## src/rtl/srm_pkg.sv

```systemverilog
package srm_pkg;
  typedef enum logic [1:0] {
    ST_NORM   = 2'd0,
    ST_PEND   = 2'd1,
    ST_SPARED = 2'd2,
    ST_DEAD   = 2'd3
  } remap_st_e;
endpackage

```

## src/rtl/srm_err_track.sv

```systemverilog
// Consecutive CRC error counter; classifies each error as transient or persistent.
module srm_err_track #(
  parameter int THR_W = 3
) (
  input  logic             clk,
  input  logic             rst_n,
  input  logic             crc_vld_i,
  input  logic             crc_err_i,
  input  logic [THR_W-1:0] thresh_i,
  output logic             trans_o,
  output logic             pers_o
);
  logic [THR_W-1:0] cnt_q;
  logic [THR_W:0]   cnt_inc;
  logic [THR_W:0]   eff_thr;
  logic             err_evt;
  logic             hit;

  assign err_evt = crc_vld_i && crc_err_i;
  assign cnt_inc = {1'b0, cnt_q} + (THR_W+1)'(1);
  assign eff_thr = (thresh_i == '0) ? (THR_W+1)'(1) : {1'b0, thresh_i};
  assign hit     = err_evt && (cnt_inc >= eff_thr);
  assign trans_o = err_evt && !hit;
  assign pers_o  = hit;

  always_ff @(posedge clk or negedge rst_n) begin
    if (!rst_n) begin
      cnt_q <= '0;
    end else if (crc_vld_i) begin
      if (!crc_err_i || hit) cnt_q <= '0;
      else                   cnt_q <= cnt_inc[THR_W-1:0];
    end
  end
endmodule

```

## src/rtl/srm_remap_ctrl.sv

```systemverilog
// Failover sequencing: pending remap, apply between transfers, containment.
module srm_remap_ctrl
  import srm_pkg::*;
#(
  parameter int NLANE = 8,
  parameter int IDX_W = 4
) (
  input  logic             clk,
  input  logic             rst_n,
  input  logic             trans_i,
  input  logic             pers_i,
  input  logic [IDX_W-1:0] fault_lane_i,
  input  logic             xfer_busy_i,
  output logic             retry_o,
  output logic             spared_o,
  output logic [IDX_W-1:0] lane_o,
  output logic             contain_o
);
  remap_st_e        st_q;
  logic [IDX_W-1:0] lane_q;
  logic             spared_q;
  logic             contain_q;
  logic             retry_q;
  logic             lane_ok;

  assign lane_ok = fault_lane_i < IDX_W'(NLANE);

  always_ff @(posedge clk or negedge rst_n) begin
    if (!rst_n) begin
      st_q      <= ST_NORM;
      lane_q    <= '0;
      spared_q  <= 1'b0;
      contain_q <= 1'b0;
      retry_q   <= 1'b0;
    end else begin
      retry_q <= 1'b0;
      unique case (st_q)
        ST_NORM: begin
          if (trans_i) retry_q <= 1'b1;
          if (pers_i) begin
            if (lane_ok) begin
              st_q   <= ST_PEND;
              lane_q <= fault_lane_i;
            end else begin
              st_q      <= ST_DEAD;
              contain_q <= 1'b1;
            end
          end
        end
        ST_PEND: begin
          if (trans_i) retry_q <= 1'b1;
          if (!xfer_busy_i) begin
            st_q     <= ST_SPARED;
            spared_q <= 1'b1;
            retry_q  <= 1'b1;
          end
        end
        ST_SPARED: begin
          if (trans_i) retry_q <= 1'b1;
          if (pers_i) begin
            st_q      <= ST_DEAD;
            contain_q <= 1'b1;
            retry_q   <= 1'b0;
          end
        end
        default: begin
          st_q <= ST_DEAD;
        end
      endcase
    end
  end

  assign retry_o   = retry_q;
  assign spared_o  = spared_q;
  assign lane_o    = spared_q ? lane_q : '0;
  assign contain_o = contain_q;
endmodule

```

## src/rtl/srm_lane_steer.sv

```systemverilog
// Shift network: outbound spread onto NLANE+1 wires, inbound gather back.
module srm_lane_steer #(
  parameter int NLANE  = 8,
  parameter int LANE_W = 4,
  parameter int IDX_W  = 4,
  localparam int PHY   = NLANE + 1
) (
  input  logic                    spared_i,
  input  logic [IDX_W-1:0]        lane_i,
  input  logic [NLANE*LANE_W-1:0] tx_lanes_i,
  output logic [PHY*LANE_W-1:0]   phy_tx_o,
  input  logic [PHY*LANE_W-1:0]   phy_rx_i,
  output logic [NLANE*LANE_W-1:0] rx_lanes_o,
  output logic [PHY-1:0]          lane_en_o,
  output logic [PHY*IDX_W-1:0]    lane_sel_o
);
  for (genvar p = 0; p < PHY; p++) begin : g_phy
    localparam logic [IDX_W-1:0] PI = IDX_W'(p);
    logic [IDX_W-1:0] src;
    logic             en;
    always_comb begin
      if (!spared_i) begin
        en  = (p < NLANE);
        src = (p < NLANE) ? PI : '0;
      end else if (PI < lane_i) begin
        en  = 1'b1;
        src = PI;
      end else if (PI == lane_i) begin
        en  = 1'b0;
        src = '0;
      end else begin
        en  = 1'b1;
        src = PI - IDX_W'(1);
      end
    end
    assign lane_en_o[p]                   = en;
    assign lane_sel_o[p*IDX_W +: IDX_W]   = src;
    assign phy_tx_o[p*LANE_W +: LANE_W]   =
      en ? LANE_W'(tx_lanes_i >> (src * LANE_W)) : '0;
  end

  for (genvar l = 0; l < NLANE; l++) begin : g_log
    localparam logic [IDX_W-1:0] LI = IDX_W'(l);
    logic up;
    assign up = spared_i && (LI >= lane_i);
    assign rx_lanes_o[l*LANE_W +: LANE_W] =
      up ? phy_rx_i[(l+1)*LANE_W +: LANE_W] : phy_rx_i[l*LANE_W +: LANE_W];
  end
endmodule

```

## src/rtl/spare_remap_top.sv

```systemverilog
module spare_remap_top #(
  parameter int NLANE  = 8,
  parameter int LANE_W = 4,
  parameter int THR_W  = 3,
  localparam int PHY   = NLANE + 1,
  localparam int IDX_W = $clog2(PHY)
) (
  input  logic                    clk,
  input  logic                    rst_n,
  input  logic                    crc_vld_i,
  input  logic                    crc_err_i,
  input  logic [IDX_W-1:0]        fault_lane_i,
  input  logic [THR_W-1:0]        thresh_i,
  input  logic                    xfer_busy_i,
  input  logic [NLANE*LANE_W-1:0] tx_lanes_i,
  output logic [PHY*LANE_W-1:0]   phy_tx_o,
  input  logic [PHY*LANE_W-1:0]   phy_rx_i,
  output logic [NLANE*LANE_W-1:0] rx_lanes_o,
  output logic [PHY-1:0]          lane_en_o,
  output logic [PHY*IDX_W-1:0]    lane_sel_o,
  output logic                    retry_o,
  output logic                    failover_o,
  output logic [IDX_W-1:0]        failed_lane_o,
  output logic                    contain_o
);
  logic trans, pers;

  srm_err_track #(.THR_W(THR_W)) u_track (
    .clk       (clk),
    .rst_n     (rst_n),
    .crc_vld_i (crc_vld_i),
    .crc_err_i (crc_err_i),
    .thresh_i  (thresh_i),
    .trans_o   (trans),
    .pers_o    (pers)
  );

  srm_remap_ctrl #(.NLANE(NLANE), .IDX_W(IDX_W)) u_ctrl (
    .clk          (clk),
    .rst_n        (rst_n),
    .trans_i      (trans),
    .pers_i       (pers),
    .fault_lane_i (fault_lane_i),
    .xfer_busy_i  (xfer_busy_i),
    .retry_o      (retry_o),
    .spared_o     (failover_o),
    .lane_o       (failed_lane_o),
    .contain_o    (contain_o)
  );

  srm_lane_steer #(.NLANE(NLANE), .LANE_W(LANE_W), .IDX_W(IDX_W)) u_steer (
    .spared_i   (failover_o),
    .lane_i     (failed_lane_o),
    .tx_lanes_i (tx_lanes_i),
    .phy_tx_o   (phy_tx_o),
    .phy_rx_i   (phy_rx_i),
    .rx_lanes_o (rx_lanes_o),
    .lane_en_o  (lane_en_o),
    .lane_sel_o (lane_sel_o)
  );
endmodule

```

## config.mk

```make
export PLATFORM = sky130hd
export DESIGN_NAME = spare_remap_top
export DESIGN_NICKNAME = d
export VERILOG_FILES = /design/src/rtl/srm_pkg.sv /design/src/rtl/srm_err_track.sv /design/src/rtl/srm_remap_ctrl.sv /design/src/rtl/srm_lane_steer.sv /design/src/rtl/spare_remap_top.sv
export SDC_FILE = /design/constraint.sdc
export NUM_CORES = 1
export LEC_CHECK = 0
export ABC_CLOCK_PERIOD_IN_PS = 2780
export CAP_MARGIN = 25
export CORE_MARGIN = 8
export CORE_UTILIZATION = 31
export CTS_CLUSTER_SIZE = 12
export DETAILED_ROUTE_END_ITERATION = 7
export PLACE_DENSITY = 0.91
export RECOVER_POWER = 100
export SYNTH_ARGS = -nofsm -noshare
export SYNTH_HDL_FRONTEND = slang
export SYNTH_SLANG_ARGS = --single-unit
```

## constraint.sdc

```tcl
create_clock -name clk -period 2.78 [get_ports clk]
set_input_delay 0.417 -clock clk [delete_from_list [all_inputs] [get_ports clk]]
set_output_delay 0.417 -clock clk [all_outputs]
set_load 0.005 [all_outputs]
```

Yosys cells after proc, flatten, opt, wreduce, memory -nomap -nowiden
Cells that the tools add are included.
{"block": "classes", "add_sub_neg": 1, "order_cmp": 19, "eq_ne": 14, "shifts": 9, "mux": 86, "bitwise": 1, "n_reduce_logical": 22}
{"operator": "32-bit by 6-bit right shift with 4-bit output", "n": 9}
{"operator": "4-bit 2-to-1 mux", "n": 36}
{"operator": "1-bit 2-to-1 mux", "n": 35}
{"operator": "3-bit 2-to-1 mux", "n": 6}
{"operator": "3-bit by 4-bit == test with 1-bit output, first input constant", "n": 4}
{"operator": "3-bit by 4-bit >= comparator with 1-bit output, first input constant", "n": 4}
{"operator": "3-bit by 4-bit < comparator with 1-bit output, first input constant", "n": 4}
{"operator": "2-bit 2-to-1 mux", "n": 6}
{"operator": "1-bit logical AND", "n": 11}
{"operator": "2-bit by 4-bit == test with 1-bit output, first input constant", "n": 2}
{"operator": "1-bit by 4-bit >= comparator with 1-bit output, first input constant", "n": 2}
{"operator": "2-bit by 4-bit >= comparator with 1-bit output, first input constant", "n": 2}
{"operator": "1-bit by 4-bit < comparator with 1-bit output, first input constant", "n": 2}
{"operator": "2-bit by 4-bit < comparator with 1-bit output, first input constant", "n": 2}
{"operator": "2-bit inequality test, second input constant", "n": 4}
{"operator": "2-bit one-hot mux with 3 select lines", "n": 1}
{"operator": "3-bit AND reduction", "n": 2}
{"operator": "3-bit by 1-bit adder with 4-bit output, second input constant", "n": 1}
{"operator": "1-bit by 4-bit == test with 1-bit output, first input constant", "n": 1}
{"operator": "4-bit == test, first input constant", "n": 1}
{"operator": "4-bit >= comparator", "n": 1}
{"operator": "4-bit logical NOT", "n": 1}
{"operator": "4-bit < comparator, first input constant", "n": 1}
{"operator": "4-bit < comparator, second input constant", "n": 1}
{"operator": "12 further kinds", "n": 13}
{"block": "word_totals", "regBits": 12, "in_bits": 80, "out_inout_bits": 120, "elab_cells": 158}

Logic depth before layout (Yosys ltp)
{"block": "depth", "depth_word": 9, "mapped_depth": 7, "mapped_depth_nobuf": 7}

Modules after synthesis
Synthesis repeated with hierarchy kept, for this count alone.
{"block": "hier_totals", "hier_cells": 239, "area_unflattened_um2": 1944.4}
{"module": "srm_lane_steer", "instances": 1, "cells_each": 179, "area_per_inst_um2": 1301.2, "seq_area_each_um2": 0.0}
{"module": "srm_remap_ctrl", "instances": 1, "cells_each": 31, "area_per_inst_um2": 386.6, "seq_area_each_um2": 225.2}
{"module": "srm_err_track", "instances": 1, "cells_each": 29, "area_per_inst_um2": 256.5, "seq_area_each_um2": 75.1}

Worst setup path after synthesis
OpenSTA, ideal clock, no wires.
{"block": "synth_path", "path_type": "reg-to-output", "start": "reg u_ctrl.lane_q[2]", "end": "out rx_lanes_o[0]", "t_arrival_ps": 1616, "required_ps": 2363, "slack_ps": 747, "stages_incl_launch_ff": 5, "n_path_buf": 1, "path_cell_list": "dfrtp_1 -> or4b_1 -> buf_4 -> nor2_8 -> mux2_1"}
{"block": "synth_via", "elab_chain_cells": 4}
{"element": "start, declared", "line_no": "srm_remap_ctrl.sv:20", "source": "logic [IDX_W-1:0] lane_q;"}
{"element": "start signal, assigned", "line_no": "srm_remap_ctrl.sv:43", "source": "lane_q <= fault_lane_i;"}
{"element": "4-bit 2-to-1 mux", "line_no": "srm_remap_ctrl.sv:75", "source": "assign lane_o = spared_q ? lane_q : '0;"}
{"element": "1-bit by 4-bit >= comparator with 1-bit output", "line_no": "srm_lane_steer.sv:45", "source": "assign up = spared_i && (LI >= lane_i);"}
{"element": "1-bit logical AND", "line_no": "srm_lane_steer.sv:45"}
{"element": "4-bit 2-to-1 mux", "line_no": "srm_lane_steer.sv:47", "source": "up ? phy_rx_i[(l+1)*LANE_W +: LANE_W] : phy_rx_i[l*LANE_W +: LANE_W];"}
{"element": "end, declared", "line_no": "spare_remap_top.sv:18", "source": "output logic [NLANE*LANE_W-1:0] rx_lanes_o,"}
No other way between the ends.

Final worst setup path
{"block": "layout_path", "start": "reg u_ctrl.spared_q (netlist: u_ctrl.spared_o)", "end": "out rx_lanes_o[0]"}
{"block": "layout_via", "elab_chain_cells": 4}
{"element": "start, declared", "line_no": "srm_remap_ctrl.sv:21", "source": "logic spared_q;"}
{"element": "start signal, assigned", "line_no": "srm_remap_ctrl.sv:32", "source": "spared_q <= 1'b0;"}
{"element": "start signal, assigned", "line_no": "srm_remap_ctrl.sv:54", "source": "spared_q <= 1'b1;"}
{"element": "4-bit 2-to-1 mux", "line_no": "srm_remap_ctrl.sv:75"}
{"element": "1-bit by 4-bit >= comparator with 1-bit output", "line_no": "srm_lane_steer.sv:45"}
{"element": "1-bit logical AND (*)", "line_no": "srm_lane_steer.sv:45"}
{"element": "4-bit 2-to-1 mux (*)", "line_no": "srm_lane_steer.sv:47"}
Every way passes the cells marked *; elsewhere a longest branch is shown, timed or not.

==> results by group <==
Outcome
  • Run status: complete, no violations

Cells and area
  • Nets: 532
  • Final Util: 0.634
  • # fillers: 505
  • ANT cells: 0
  • Area growth, synth to finish: 102%
  • Share of cells above drive strength 1: 0.0872

Synth
  • Yosys warnings: 0
  • Synth Register Bits: 12
  • Avg Inst Size Synth: 6.68 um^2
  • Post-synth EDFFs: 0
  • Top-count cell post-synth: nand2_1
  • Synth Flop Type: dfrtp_1
  • Synth area leaders: nand2_1 (20%), dfrtp_1 (16%), buf_4 (14%)
  • Mapped Area: 1830 um^2
  • Synth cell types: 39
  • Synth cell count leaders: nand2_1 (96), buf_4 (34), mux2_2 (15), a21oi_1 (14), inv_1 (13)
  • Yosys top cell area share: 0.197
  • Post-Syn Instances: 274
  • Post-synth ARST share: 1.00
  • Yosys top cell by area: nand2_1
  • Sequential share of the synthesized area: 0.164

Routing
  • WL final: 9300 um
  • Vias per cell: 4.73
  • First drt pass iteration count: 4
  • DRC violations left: 0
  • Post-route ant nets: 0
  • DR iter-0 viols: 109
  • Vias: 2471
  • Routed length per instance: 17.8 um

Clocking
  • Clk pin slew, worst setup/hold paths: 0.05 ns
  • # clock sinks: 12
  • H-tree levels: 1
  • Clock Latency Late Sink: 0.24 ns
  • Root buffer cell: clkbuf_8
  • # hold bufs at CTS: 0
  • CTS tree: done
  • Inserted Clock Buffers: 3
  • Clock tree buffer depth: 2

Power and ir drop
  • Power Density: 641 nW/um^2
  • Lkg Pwr: 1.66 nW
  • Power Total: 0.00237 W
  • VDD IR max: 0.000417 V

Global route
  • Largest net degree at the start of global routing: 19
  • Vias in the first global route: 2490
  • Total gr overflow: 0
  • Antenna violations before repair: 0
  • Total GRT Usage: 0.198
  • First-pass GRT wire length: 13700 um

Place
  • Port buffer count: 183
  • Gpl congestion: 0.931
  • Hpwl dp: 8010 um

Die
  • I/O pin total: 200
  • Die area: 8620 um^2
  • Die height: 92.8 um
  • Initial Util: 0.315
  • Rows: 28
  • Core Region: 5820 um^2
  • Die width: 92.8 um

Timing
  • Crit path time final: 2.68 ns
  • Tightest Pin Transition: 0.626 ns
  • Relative slew slack: 0.580
  • Max Freq: 374 MHz
  • Final worst-path cycle share: 0.963
  • Final Hold Viols: 0
  • Endpoints failing setup: 0
  • RSZ-0062 raised after global routing: false
  • Slew Viols, Final: 0
  • Worst Clk Skew: 0.00144 ns

Setup path
  • CP Class: flip-flop to primary output
  • Req. time, crit path: 2.36 ns
  • Worst Path Arrival: 2.26 ns
  • Crit-path max FO: 9
  • Crit-path slowest cell: or4b_4
  • Cell Chain, Critical Path: or4b_4, nor2_8, mux2_1, clkdlybuf4s50_1
  • Startpoint Class: flip-flop
  • Delay-heaviest family, CP: simple AND/OR/NAND/NOR gates
  • CP Capture Type: primary output
  • Bufs and invs on worst path: 1
  • Critical Path Max Stage Delay: 0.59 ns

Job
  • Max-Cap Viols: 0

Hold path
  • Worst Hold Class: flip-flop to flip-flop
-- cell families after synthesis --
family,count (synthesis),synth area share
buffers and inverters,58,0.191
xor gates and xnor gates,1,0.00479
adders and majority gates,4,0.0273
muxes,20,0.122
DFF,12,0.164
AOI/OAI and AO/OA,39,0.135
and+or+nand+nor,139,0.353
other,1,0.00205
-- worst paths after layout --
| kind | endpoint | slack (ns) | start | cells past startpoint |
|---|---|---|---|---|
| max | rx_lanes_o[0] | 0.10 | u_ctrl.spared_o | 4 |
| min in group asynchronous | u_ctrl.contain_o | 0.60 | rst_n | 1 |
| min | u_ctrl.contain_o | 0.47 | u_ctrl.contain_o | 1 |
| max in group asynchronous | u_ctrl.spared_o | 1.79 | rst_n | 1 |
| max reg2reg | u_ctrl.lane_q[2] | 0.72 | u_track.cnt_q[0] | 6 |
| min reg2reg | u_ctrl.contain_o | 0.47 | u_ctrl.contain_o | 1 |
-- stage by stage --
step                instance area, um^2  hold WS (ns)  TNS (ns)  cells  worst slack, ns
finish                             3690         0.468         0    522            0.103
global route                       3690         0.482         0    522           0.0121
CTS                                3670         0.474  -0.00767    520         -0.00767
detailed placement                 3600         0.451         0    516           0.0347
global placement                   3600         0.443         0    516            0.162
floorplan                          1890         0.121         0    289            0.747
-- layer usage --
layer / vias up / share of wire / track usage
met3: 9 / 0.064 / 0.0307
li1: 1206 / - / -
met2: 112 / 0.54 / 0.389
met1: 1144 / 0.38 / 0.217
met5: - / 0 / 0
met4: 0 / 0.012 / 0.0322
-- power breakdown --
group	internal (W)	switching (W)
registers	0.000236	0.0000613
clock network	0.000125	0.0000675
logic	0.00104	0.000831
-- placed cells by master, fill, tap and decap left out, drive strengths merged, types with 3 or more instances in the layout --
master         instances
nand3                  7
mux2                  19
inv                   14
o21ai                  9
conb                  16
dlygate4sd3           63
dfrtp                 12
ha                     4
nand3b                 6
clkdlybuf4s50        119
nand2                 97
a22o                   7
buf                    9
a21oi                 15
and2                   8
nor2b                  5
nor3                   3
clkbuf                 8
nand2b                 3
-- flip-flops by register name, indices dropped and copies added, names as in the netlist --
signal	count
u_ctrl.lane_q	4
u_ctrl.spared_o	1
u_ctrl.st_q	2
u_track.cnt_q	3
u_ctrl.contain_o	1
u_ctrl.retry_o	1
-- layout make-up --
class                      instances  area [um^2]  area share
timing repair buffer             196         1920       0.521
sequential                        12          302      0.0818
multi-input combinational        219         1250       0.338
clock buffer                       4         55.1      0.0149
tap                               75         93.8      0.0254
inverter                          16         68.8      0.0187
-- repair_timing --
action | 4_1_cts | 5_1_grt
endpoints found under the hold margin | 0 | 0
gates resized for setup | 2 | 7
pin swaps | 0 | 0
endpoints found under the setup margin | 18 | 31
cloned | 0 | 0
buffers inserted | 0 | 2
(Power assumes the default switching activity.)
